### config.mk
export PLATFORM = sky130hd
export DESIGN_NAME = dmp_divider_ctl
export DESIGN_NICKNAME = d
export VERILOG_FILES = /design/src/rtl/dmp_pkg.sv /design/src/rtl/dmp_rst_sync.sv /design/src/rtl/dmp_down_cnt.sv /design/src/rtl/dmp_divider_ctl.sv
export SDC_FILE = /design/constraint.sdc
export NUM_CORES = 1
export LEC_CHECK = 0
export BUFFER_PORTS_ARGS = -buffer_cell sky130_fd_sc_hd__buf_2
export CAP_MARGIN = 20
export CORE_MARGIN = 1.5
export CORE_UTILIZATION = 60
export DETAILED_ROUTE_END_ITERATION = 7
export GPL_TIMING_DRIVEN = 0
export PLACE_DENSITY = 0.87
export SLEW_MARGIN = 30
export SYNTH_ARGS = -nofsm -noshare
export SYNTH_HDL_FRONTEND = slang
export SYNTH_HIERARCHICAL = 1
export SYNTH_SLANG_ARGS = --single-unit
export TNS_END_PERCENT = 30
### constraint.sdc
create_clock -name clk_fin -period 2.05 [get_ports clk_fin]
set_input_delay 0.3075 -clock clk_fin [delete_from_list [all_inputs] [get_ports clk_fin]]
set_output_delay 0.3075 -clock clk_fin [all_outputs]
set_load 0.005 [all_outputs]
### src/rtl/dmp_pkg.sv
package dmp_pkg;
  // Modulus phase of the divide cycle
  typedef enum logic [1:0] {
    PH_IDLE = 2'd0,  // after reset, before the first reload
    PH_LOW  = 2'd1,  // A counter still running: prescaler at P+1
    PH_HIGH = 2'd2   // A counter spent: prescaler at P
  } phase_e;
endpackage

### src/rtl/dmp_rst_sync.sv
module dmp_rst_sync #(
  parameter int STAGES = 2
) (
  input  logic clk,
  input  logic rst_n_in,
  output logic rst_n_out
);
  logic [STAGES-1:0] sh_q;
  logic [STAGES-1:0] sh_d;

  always_comb begin
    sh_d = {sh_q[STAGES-2:0], 1'b1};
  end

  always_ff @(posedge clk or negedge rst_n_in) begin
    if (!rst_n_in) sh_q <= '0;
    else           sh_q <= sh_d;
  end

  assign rst_n_out = sh_q[STAGES-1];
endmodule

### src/rtl/dmp_down_cnt.sv
module dmp_down_cnt #(
  parameter int W = 10
) (
  input  logic         clk,
  input  logic         rst_n,
  input  logic         load,
  input  logic [W-1:0] load_val,
  input  logic         en,
  output logic [W-1:0] cnt,
  output logic [W-1:0] cnt_nxt
);
  // Load wins; otherwise step down when enabled, holding at zero
  always_comb begin
    cnt_nxt = cnt;
    if (load)                  cnt_nxt = load_val;
    else if (en && cnt != '0)  cnt_nxt = cnt - W'(1);
  end

  always_ff @(posedge clk or negedge rst_n) begin
    if (!rst_n) cnt <= '0;
    else        cnt <= cnt_nxt;
  end

  // without a load the count only steps down by one, whatever the load value does
  p_step_r6: assert property (@(posedge clk) disable iff (!rst_n)
    (!load && en && cnt != '0) |=> (cnt == $past(cnt) - W'(1)));

  // an exhausted count stays at zero until reloaded
  p_floor_r3: assert property (@(posedge clk) disable iff (!rst_n)
    (!load && cnt == '0) |=> (cnt == '0));
endmodule

### src/rtl/dmp_divider_ctl.sv
module dmp_divider_ctl #(
  parameter int N_W         = 10,
  parameter int A_W         = 7,
  parameter int SYNC_STAGES = 2
) (
  input  logic           clk_fin,
  input  logic           rst_n,
  input  logic [N_W-1:0] n_val,
  input  logic [A_W-1:0] a_val,
  output logic           mod_ctl,
  output logic           div_out
);
  import dmp_pkg::*;

  logic           rst_s;
  logic           reload;
  logic [N_W-1:0] n_cnt, n_nxt;
  logic [A_W-1:0] a_cnt, a_nxt;
  phase_e         ph_q, ph_d;
  logic           div_q, div_d;

  dmp_rst_sync #(.STAGES(SYNC_STAGES)) u_rst_sync (
    .clk       (clk_fin),
    .rst_n_in  (rst_n),
    .rst_n_out (rst_s)
  );

  // Count of 1 marks the last period; 0 only occurs after reset
  assign reload = (n_cnt <= N_W'(1));

  dmp_down_cnt #(.W(N_W)) u_n_cnt (
    .clk      (clk_fin),
    .rst_n    (rst_s),
    .load     (reload),
    .load_val (n_val),
    .en       (1'b1),
    .cnt      (n_cnt),
    .cnt_nxt  (n_nxt)
  );

  dmp_down_cnt #(.W(A_W)) u_a_cnt (
    .clk      (clk_fin),
    .rst_n    (rst_s),
    .load     (reload),
    .load_val (a_val),
    .en       (1'b1),
    .cnt      (a_cnt),
    .cnt_nxt  (a_nxt)
  );

  // Outputs are registered from the counters' next values, so they change on the same edge
  always_comb begin
    ph_d  = (a_nxt == '0) ? PH_HIGH : PH_LOW;
    div_d = (n_nxt == N_W'(1));
  end

  always_ff @(posedge clk_fin or negedge rst_s) begin
    if (!rst_s) begin
      ph_q  <= PH_IDLE;
      div_q <= 1'b0;
    end else begin
      ph_q  <= ph_d;
      div_q <= div_d;
    end
  end

  assign mod_ctl = (ph_q == PH_HIGH);
  assign div_out = div_q;

  // a reload takes N from the port
  p_reload_n_r4: assert property (@(posedge clk_fin) disable iff (!rst_s)
    reload |=> (n_cnt == $past(n_val)));

  // the first period of a cycle is high only when A was zero at the reload
  p_mod_start_r2: assert property (@(posedge clk_fin) disable iff (!rst_s)
    reload |=> (mod_ctl == ($past(a_val) == '0)));

  // once high, the modulus line holds until the cycle ends
  p_mod_hold_r3: assert property (@(posedge clk_fin) disable iff (!rst_s)
    (mod_ctl && !reload) |=> mod_ctl);

  // a spent A counter keeps the line high for the rest of the cycle
  p_a_spent_r3: assert property (@(posedge clk_fin) disable iff (!rst_s)
    (a_cnt == '0 && !reload) |=> mod_ctl);

  // the divided pulse lasts one period for any legal N
  p_div_once_r4: assert property (@(posedge clk_fin) disable iff (!rst_s)
    (div_out && n_val > N_W'(1)) |=> !div_out);
endmodule

==> results.toml, run 1 <==
[status]
status = "finished with violations"
violations = "setup timing"

[run]
maxCapViolCount = 0

[die]
fp.dieH_um = 50.8
num_rows = 17
core_um2 = 2190
initial_utilization_pct = 62.6
die_w_um = 50.8
dieArea_um2 = 2580
ios = 21

[grt]
grt_pass1_wl_mm = 5.78
antenna_found_initial = 0
grt_pass1_vias = 1252
groute.usage.overall_pct = 30.2
grt_max_degree = 21
overflow = 0

[logic_synthesis]
synth-edff-count = 0
ys_seq_area_share_pct = 40.1
avgSynthCellArea_um2 = 9.87
yosysWarningCount = 6
synth_top_area_cell = "dfrtp_1"
synthFlopType = "dfrtp_1"
synthArstFlopShare_pct = 100
synth.ff_latch_count = 22
netlist.area_leader.share_pct = 40.1
synth_cells = 139
ys_types = 52
yosys-top-cells-area = "dfrtp_1 40%, nand2_1 3.8%, nor4b_4 3.5%, inv_1 3.0%, a21oi_1 2.9%"
syn-cell-area_um2 = 1370

[clock_network]
clock_path_buffers = 2
clk_pin_slew_ns = 0.13
cts_sinks = 22
cts-root-buf = "clkbuf_4"
tritoncts = "done"
clk_latency_ns = 0.33
cts_made_buffers = 3
htree_levels = 1

[critical_path]
timing.critical_path.required_ns = 2.29
crit_top_cell = "nor4_4"
startpoint_type = "flip-flop"
arrival_ns = 2.75
worstPathCellList = "or4_4 -> nor4_4 -> buf_6 -> inv_6 -> mux2_4 -> or4b_4 -> nor4_4"
crit_type = "flip-flop to flip-flop"
cp_max_fo = 5
slowest_stage = "or4_4"
end_kind = "flip-flop"
max_stage_delay_ns = 0.54

[drt]
first_iter_violations = 60
dr_total_vias = 1280
postRouteAntennaNets = 0
via_per_inst = 6.04
dr.pass1.iters = 4
drt-total-wl_mm = 3.46
wl_per_cell_um = 16.3
drc = 0

[final_layout]
antenna_cells = 0
layout.nets = 207
stdcell_area_um2 = 1730
multi_input_area_um2 = 843
finalNonFillerCells = 212
drive_gt1_share_pct = 32.1
area_growth_pct = 26.3
finalCoreUtilization_pct = 79.2
nFillCells = 139
seq_area_um2 = 557
most-common-layout-cells = "21 x buf_2, 17 x dfrtp_1, 14 x nand2_1, 14 x conb_1, 10 x inv_1"
layout_commonest_cell = "buf_2"

[timing]
setup_tns_ns = -1.31
tightest_slew_ns = 0.812
maxSlewViolCount = 0
setup_viol = 4
post-route-min-period_ns = 2.51
hold_viol_final = 0
finalCritPeriodShare_pct = 123
slew_headroom_pct = 45.9
setup_slack_ns = -0.464
rsz0062_at_grt = "true"
fin_hold_ws_ns = 0.221
fmax_ghz = 0.398
skew_ns = 0.00457

[placement]
placed_cells = 199
placed_area_um2 = 1570
gp_congestion = 0.871
hpwl_mm = 2.38
io_buffers = 20

[min_path]
hold_class = "input pin to flip-flop"

[pwr]
ir_worst_vdd_mv = 0.918
powerDensity_nw_per_um2 = 1370
leakagePower_nw = 0.755
Yosys cell counts (all sizes together) (2+ instances only):
cell / n
a21oi: 8
nor4b: 2
o21ai: 7
nor3b: 3
and2: 2
conb: 2
nand4: 2
dfrtp: 22
or4b: 3
inv: 11
nor2: 4
ha: 3
buf: 2
a2bb2oi: 4
nand3b: 2
nor3: 5
a31oi: 5
nand2: 15
nor4: 6
or3: 2
o31ai: 2
or4: 3
nand3: 3
where the power goes:
part           internal (mW)  switching [mW]  leakage [nW]
Combinational          0.523           0.640         0.467
Clock                  0.198           0.149        0.0279
Sequential             0.618           0.246         0.260
Total                   1.34            1.03         0.755
layer usage:
layer	part of all wire, %	global-route usage (%)	vias up
li1	-	-	611
met1	42	39.3	594
met2	49	50.2	62
met3	5.9	3.80	13
met4	3.1	14.4	0
met5	0	0	-
per-stage QoR:
stage | worst slack, ns | power [mW]
after global routing | -0.535 | 2.52
after detailed placement | -0.473 | 1.83
final | -0.464 | 2.37
after floorplan | -0.272 | 1.58
after global placement | -0.434 | 1.76
after CTS | -0.464 | 2.31
cell families (layout without fill, tap and decap cells):
group | count (synthesis) | after routing | share of synthesized area [%]
buffers and inverters | 14 | 47 | 4.38
adders and majority gates | 3 | 3 | 2.74
AOI/OAI and AO/OA | 39 | 39 | 20.8
muxes | 2 | 2 | 1.82
DFF | 22 | 22 | 40.1
other | 2 | 14 | 0.547
xor gates and xnor gates | 1 | 1 | 0.638
and+or+nand+nor | 56 | 56 | 29.0
final timing paths:
check	startpoint	end	slack [ns]	cells past startpoint
setup / recovery	u_n_cnt/cnt[4]	div_out	-0.46	7
hold / removal	n_val[1]	u_n_cnt/cnt[1]	0.22	2
max in group asynchronous	u_rst_sync/sh_q[1]	u_n_cnt/cnt[2]	1.16	0
min in group asynchronous	rst_n	u_rst_sync/sh_q[1]	0.28	2
setup reg to reg	u_n_cnt/cnt[4]	div_out	-0.46	7
hold reg to reg	u_rst_sync/sh_q[1]	u_a_cnt/cnt[3]	0.34	0
layout make-up:
class	count	area share, %
Multi-Input combinational cell	115	48.6
Timing Repair Buffer	29	9.81
Clock inverter	1	1.73
Inverter	11	2.67
Sequential cell	22	32.1
Buffer	3	1.73
Clock buffer	3	1.30
Tap cell	28	2.02
registers in the layout, indices dropped and copies added (netlist names):
register	count
u_rst_sync/sh_q	2
div_out	1
u_a_cnt/cnt	7
ph_q	2
u_n_cnt/cnt	10
critical path: cells and delay by family, from the launching register on:
kind | cells | cell delay, ns
simple gates | 4 | 1.48
mux | 1 | 0.29
flops | 1 | 0.43
buf+inv | 2 | 0.22
repair_timing:
action	4_1_cts	5_1_grt
endpoints found under the hold margin	2	0
endpoints found under the setup margin	4	8
buffers inserted	8	0
pin swaps	2	0
hold buffers	1	0
gates resized for setup	9	4
(Power assumes the default switching activity.)
==> run 2: changes to the inputs <==
--- a/config.mk
+++ b/config.mk
@@ -8,10 +8,10 @@
 export BUFFER_PORTS_ARGS = -buffer_cell sky130_fd_sc_hd__buf_2
 export CAP_MARGIN = 20
 export CORE_MARGIN = 1.5
-export CORE_UTILIZATION = 60
+export CORE_UTILIZATION = 55
 export DETAILED_ROUTE_END_ITERATION = 7
 export GPL_TIMING_DRIVEN = 0
-export PLACE_DENSITY = 0.87
+export PLACE_DENSITY = 0.81
 export SLEW_MARGIN = 30
 export SYNTH_ARGS = -nofsm -noshare
 export SYNTH_HDL_FRONTEND = slang
==> results.toml, run 2 (synthesized netlist as in run 1, its figures left out) <==
[status]
status = "finished with violations"
violations = "setup timing"

[final_layout]
layout_commonest_cell = "buf_2"
drive_gt1_share_pct = 34.9
largest_register = "u_n_cnt/cnt"
finalNonFillerCells = 217
layout.nets = 212
stdcell_area_um2 = 1790
antenna_cells = 0
top_regs = "u_n_cnt/cnt (10), u_a_cnt/cnt (7)"
area_growth_pct = 30.3
largest_register_ff_count = 10
most-common-layout-cells = "20 x buf_2, 18 x dfrtp_1, 14 x nand2_1, 14 x conb_1, 13 x buf_4"

[critical_path]
r2r_end = "div_out"
timing.critical_path.required_ns = 2.26
reg2regPathDepth = 7
rrSetupSlack_ns = -0.38
crit_type = "flip-flop to flip-flop"
arrival_ns = 2.64
startpoint_type = "flip-flop"
cp_max_fo = 5
worstReg2RegStart = "u_n_cnt/cnt[4]"
end_kind = "flip-flop"

[timing]
fmax_ghz = 0.412
finalCritPeriodShare_pct = 118
slew_headroom_pct = 47.9
rsz0062_at_grt = "true"
setup_viol = 4
post-route-min-period_ns = 2.43
tightest_slew_ns = 0.781
maxSlewViolCount = 0
setup_slack_ns = -0.377
skew_ns = 0.00317
hold_viol_final = 0

[pwr]
powerDensity_nw_per_um2 = 1290
leakagePower_nw = 0.776
p_total_mw = 2.30
ir_worst_vdd_mv = 0.821

[clock_network]
clk_latency_ns = 0.30
cts_sinks = 22
tritoncts = "done"
clock_path_buffers = 2
htree_levels = 1
cts-root-buf = "clkbuf_4"
cts_made_buffers = 3
clk_pin_slew_ns = 0.11

[drt]
first_iter_violations = 42
via_per_inst = 5.94
drc = 0
dr_total_vias = 1289
postRouteAntennaNets = 0
dr.pass1.iters = 4
wl_per_cell_um = 15.6
drt-total-wl_mm = 3.38

[die]
core_um2 = 2280
num_rows = 17
initial_utilization_pct = 60.3
fp.dieH_um = 53.0
ios = 21
dieArea_um2 = 2800
die_w_um = 53.0

[placement]
hpwl_mm = 2.32
placed_cells = 199
gp_congestion = 0.856
io_buffers = 20
placed_area_um2 = 1570

[grt]
grt_max_degree = 21
antenna_found_initial = 0
grt_pass1_wl_mm = 5.36
overflow = 0
grt_pass1_vias = 1234
groute.usage.overall_pct = 25.5

[min_path]
hold_class = "input pin to flip-flop"
holdPathStages = 2
min-delay-start = "n_val[1]"
hold-path-endpoint = "u_n_cnt/cnt[1]"

[run]
maxCapViolCount = 0
run 2: changes by cell type in the layout (fill, tap and decap cells not counted), sizes merged:
cell	change
buf	+5
bufinv	-1
clkbuf	+1
clkinvlp	+1
inv	-1
run 2: area by class of cell:
type / instances / area (um2)
Buffer: 3 / 40.0
Clock buffer: 4 / 36.3
Inverter: 11 / 47.5
Multi-Input combinational cell: 115 / 866
Sequential cell: 22 / 556
Timing Repair Buffer: 34 / 208
Fill cell: 152 / 488
Tap cell: 28 / 35.0
run 2: report_power, final:
part | leakage [nW] | internal (mW) | switching (mW)
registers | 0.261 | 0.617 | 0.245
clock network | 0.0210 | 0.108 | 0.121
logic | 0.495 | 0.559 | 0.651
total | 0.776 | 1.28 | 1.02
run 2: repair_timing:
action                                  CTS  global route
endpoints found under the setup margin    4             7
hold buffers                              1             0
gates resized for setup                   7            10
buffers inserted                          6             7
hold endpoints to repair                  2             0
pin swaps                                 1             2
run 2: worst max-delay path by stage:
| stage | from | endpoint | slack, ns | cells past startpoint |
|---|---|---|---|---|
| floorplan | u_n_cnt/cnt[4] | div_out | -0.27 | 7 |
| global placement | u_n_cnt/cnt[4] | div_out | -0.45 | 7 |
| detailed placement | u_n_cnt/cnt[4] | ph_q[1] | -0.49 | 8 |
| CTS | u_n_cnt/cnt[4] | div_out | -0.39 | 7 |
| global route | u_n_cnt/cnt[4] | ph_q[1] | -0.50 | 9 |
| finish | u_n_cnt/cnt[4] | div_out | -0.38 | 7 |
run 2: through the flow:
stage | utilization (%) | TNS (ns) | worst slack [ns] | hold WS, ns
global placement | 69.2 | -1.36 | -0.448 | 0.0915
CTS | 74.0 | -1.14 | -0.392 | 0.244
floorplan | - | -0.723 | -0.272 | 0.0119
finish | 78.6 | -1.26 | -0.377 | 0.249
global route | 78.6 | -1.83 | -0.496 | 0.246
detailed placement | 69.2 | -1.54 | -0.486 | 0.0970
run 2: per-layer routing:
metal  vias to the layer above  GRT usage, %  share of wire [%]
met3                         2          6.21                4.2
met4                         0          3.85               0.15
met2                        40          42.9                 48
met1                       634          33.8                 47
met5                         -             0                  0
li1                        613             -                  -
run 2: critical path, cell delays in order (launching register included):
cell     delay, ns
dfrtp_2       0.42
or4_4         0.54
nor4_4        0.19
buf_6         0.16
inv_4         0.05
mux2_4        0.30
or4b_4        0.53
nor4_2        0.15
==> run 3: changes to the inputs <==
--- a/config.mk
+++ b/config.mk
@@ -8,10 +8,10 @@
 export BUFFER_PORTS_ARGS = -buffer_cell sky130_fd_sc_hd__buf_2
 export CAP_MARGIN = 20
 export CORE_MARGIN = 1.5
-export CORE_UTILIZATION = 55
+export CORE_UTILIZATION = 50
 export DETAILED_ROUTE_END_ITERATION = 7
 export GPL_TIMING_DRIVEN = 0
-export PLACE_DENSITY = 0.81
+export PLACE_DENSITY = 0.77
 export SLEW_MARGIN = 30
 export SYNTH_ARGS = -nofsm -noshare
 export SYNTH_HDL_FRONTEND = slang
==> constraint.sdc (replaced) <==
create_clock -name clk_fin -period 2.11 [get_ports clk_fin]
set_input_delay 0.3165 -clock clk_fin [delete_from_list [all_inputs] [get_ports clk_fin]]
set_output_delay 0.3165 -clock clk_fin [all_outputs]
set_load 0.005 [all_outputs]
==> results.toml, run 3 (synthesized netlist as in run 1, its figures left out) <==
[critical_path]
end_kind = "flip-flop"
worstReg2RegStart = "u_n_cnt/cnt[4]"
worstPathCellList = "or4_4 -> nor4_4 -> buf_6 -> buf_4 -> nor2_1 -> nand4b_1 -> nand3_2 -> or4_4 -> nor4_4"
crit_buf_inv = 2
crit_type = "flip-flop to flip-flop"
slowest_stage = "or4_4"
reg2regPathDepth = 9
max_stage_delay_ns = 0.54
arrival_ns = 2.68
timing.critical_path.required_ns = 2.32
path_delay_family = "simple AND/OR/NAND/NOR gates"
rrSetupSlack_ns = -0.36
worst-path-stages = 9
r2r_end = "div_out"
cp_max_fo = 6
startpoint_type = "flip-flop"

[pwr]
clockPowerShare_pct = 10.2
ir_worst_vdd_mv = 0.828
powerDensity_nw_per_um2 = 1250
leakagePower_nw = 0.740
p_switching_mw = 0.933
pwr-share-seq_pct = 38.8
switching_share_pct = 43.7
pwr-share-comb_pct = 51.0
p_total_mw = 2.13
p_int_mw = 1.20

[final_layout]
antenna_cells = 0
drive_gt1_share_pct = 30.2
largest_register_ff_count = 10
area_growth_pct = 24.2
layout_commonest_cell = "buf_2"
layout.nets = 205
finalNonFillerCells = 212
top_regs = "u_n_cnt/cnt (10), u_a_cnt/cnt (7)"
most-common-layout-cells = "20 x buf_2, 18 x dfrtp_1, 14 x nand2_1, 14 x conb_1, 10 x inv_1"
largest_register = "u_n_cnt/cnt"
stdcell_area_um2 = 1700

[clock_network]
clock_path_buffers = 2
cts-root-buf = "clkbuf_4"
cts_made_buffers = 3
htree_levels = 1
clk_pin_slew_ns = 0.11
clk_latency_ns = 0.30
cts_sinks = 22
tritoncts = "done"

[die]
initial_utilization_pct = 53.9
ios = 21
dieArea_um2 = 3070
die_w_um = 55.4
core_um2 = 2540
fp.dieH_um = 55.4
num_rows = 18

[placement]
gp_congestion = 0.835
hpwl_mm = 2.26
io_buffers = 20
placed_cells = 201
placed_area_um2 = 1580
post-place-ws_ns = -0.427

[status]
status = "finished with violations"
violations = "setup timing"

[grt]
grt_pass1_vias = 1199
antenna_found_initial = 0
grt_pass1_wl_mm = 5.20
overflow = 0
groute.usage.overall_pct = 20.7
grt_max_degree = 21

[min_path]
hold_class = "input pin to flip-flop"
holdPathStages = 2
hold-path-endpoint = "u_n_cnt/cnt[1]"
min-delay-start = "n_val[1]"

[drt]
dr_total_vias = 1248
drt-total-wl_mm = 3.04
postRouteAntennaNets = 0
dr.pass1.iters = 4
first_iter_violations = 67
drc = 0
via_per_inst = 5.89
wl_per_cell_um = 14.4

[timing]
rsz0062_at_grt = "true"
setup_slack_ns = -0.360
post-route-min-period_ns = 2.47
slew_headroom_pct = 50.0
hold_viol_final = 0
finalCritPeriodShare_pct = 117
fin_hold_ws_ns = 0.262
fmax_ghz = 0.405
skew_ns = 0.00454
setup_viol = 3
tightest_slew_ns = 0.749
maxSlewViolCount = 0

[run]
maxCapViolCount = 0
## run 3: final cells by class
class / count / area (um2)
multi-input combinational: 115 / 840
sequential: 22 / 556
buffer: 3 / 36.3
tap: 30 / 37.5
fill: 197 / 841
timing repair buffer: 27 / 155
clock buffer: 4 / 36.3
inverter: 11 / 43.8
## run 3: how the worst max path moves through the flow
stage / start / endpoint / slack (ns)
floorplan: u_n_cnt/cnt[4] / div_out / -0.21
global placement: u_n_cnt/cnt[4] / div_out / -0.39
detailed placement: u_n_cnt/cnt[4] / div_out / -0.43
CTS: u_n_cnt/cnt[4] / div_out / -0.32
global route: u_n_cnt/cnt[4] / div_out / -0.48
finish: u_n_cnt/cnt[4] / div_out / -0.36
## run 3: layer usage
layer / share of wire [%] / vias up / track usage [%]
li1: - / 602 / -
met1: 46 / 595 / 27.1
met2: 48 / 47 / 35.4
met3: 5.7 / 4 / 4.92
met4: 0.66 / 0 / 3.48
met5: 0 / - / 0
## run 3: through the flow
stage / TNS [ns] / utilization, %
3_3_place_gp: -1.17 / 61.9
3_5_place_dp: -1.30 / 61.9
4_1_cts: -0.864 / 66.6
6_report: -0.911 / 67.0
5_1_grt: -1.42 / 67.0
2_1_floorplan: -0.543 / -
## run 3: power groups by stage
| stage | Sequential (mW) | Combinational [mW] | Clock, mW |
|---|---|---|---|
| 3_5_place_dp | 0.887 | 0.876 | 0 |
| 6_report | 0.828 | 1.09 | 0.218 |
| 2_1_floorplan | 0.821 | 0.716 | 0 |
| 3_3_place_gp | 0.874 | 0.847 | 0 |
| 4_1_cts | 0.823 | 1.05 | 0.226 |
| 5_1_grt | 0.854 | 1.18 | 0.244 |
## run 3: worst register-to-register path: cells and delay by family (launching register included)
family / cells / cell delay [ns]
flops: 1 / 0.42
simple gates: 7 / 1.66
buf+inv: 2 / 0.31
## run 3: what timing repair did
action,CTS,global route
hold buffers,1,0
gates resized for setup,8,3
pin swaps,2,0
setup buffers,6,0
endpoints found under the hold margin,2,0
endpoints found under the setup margin,4,5
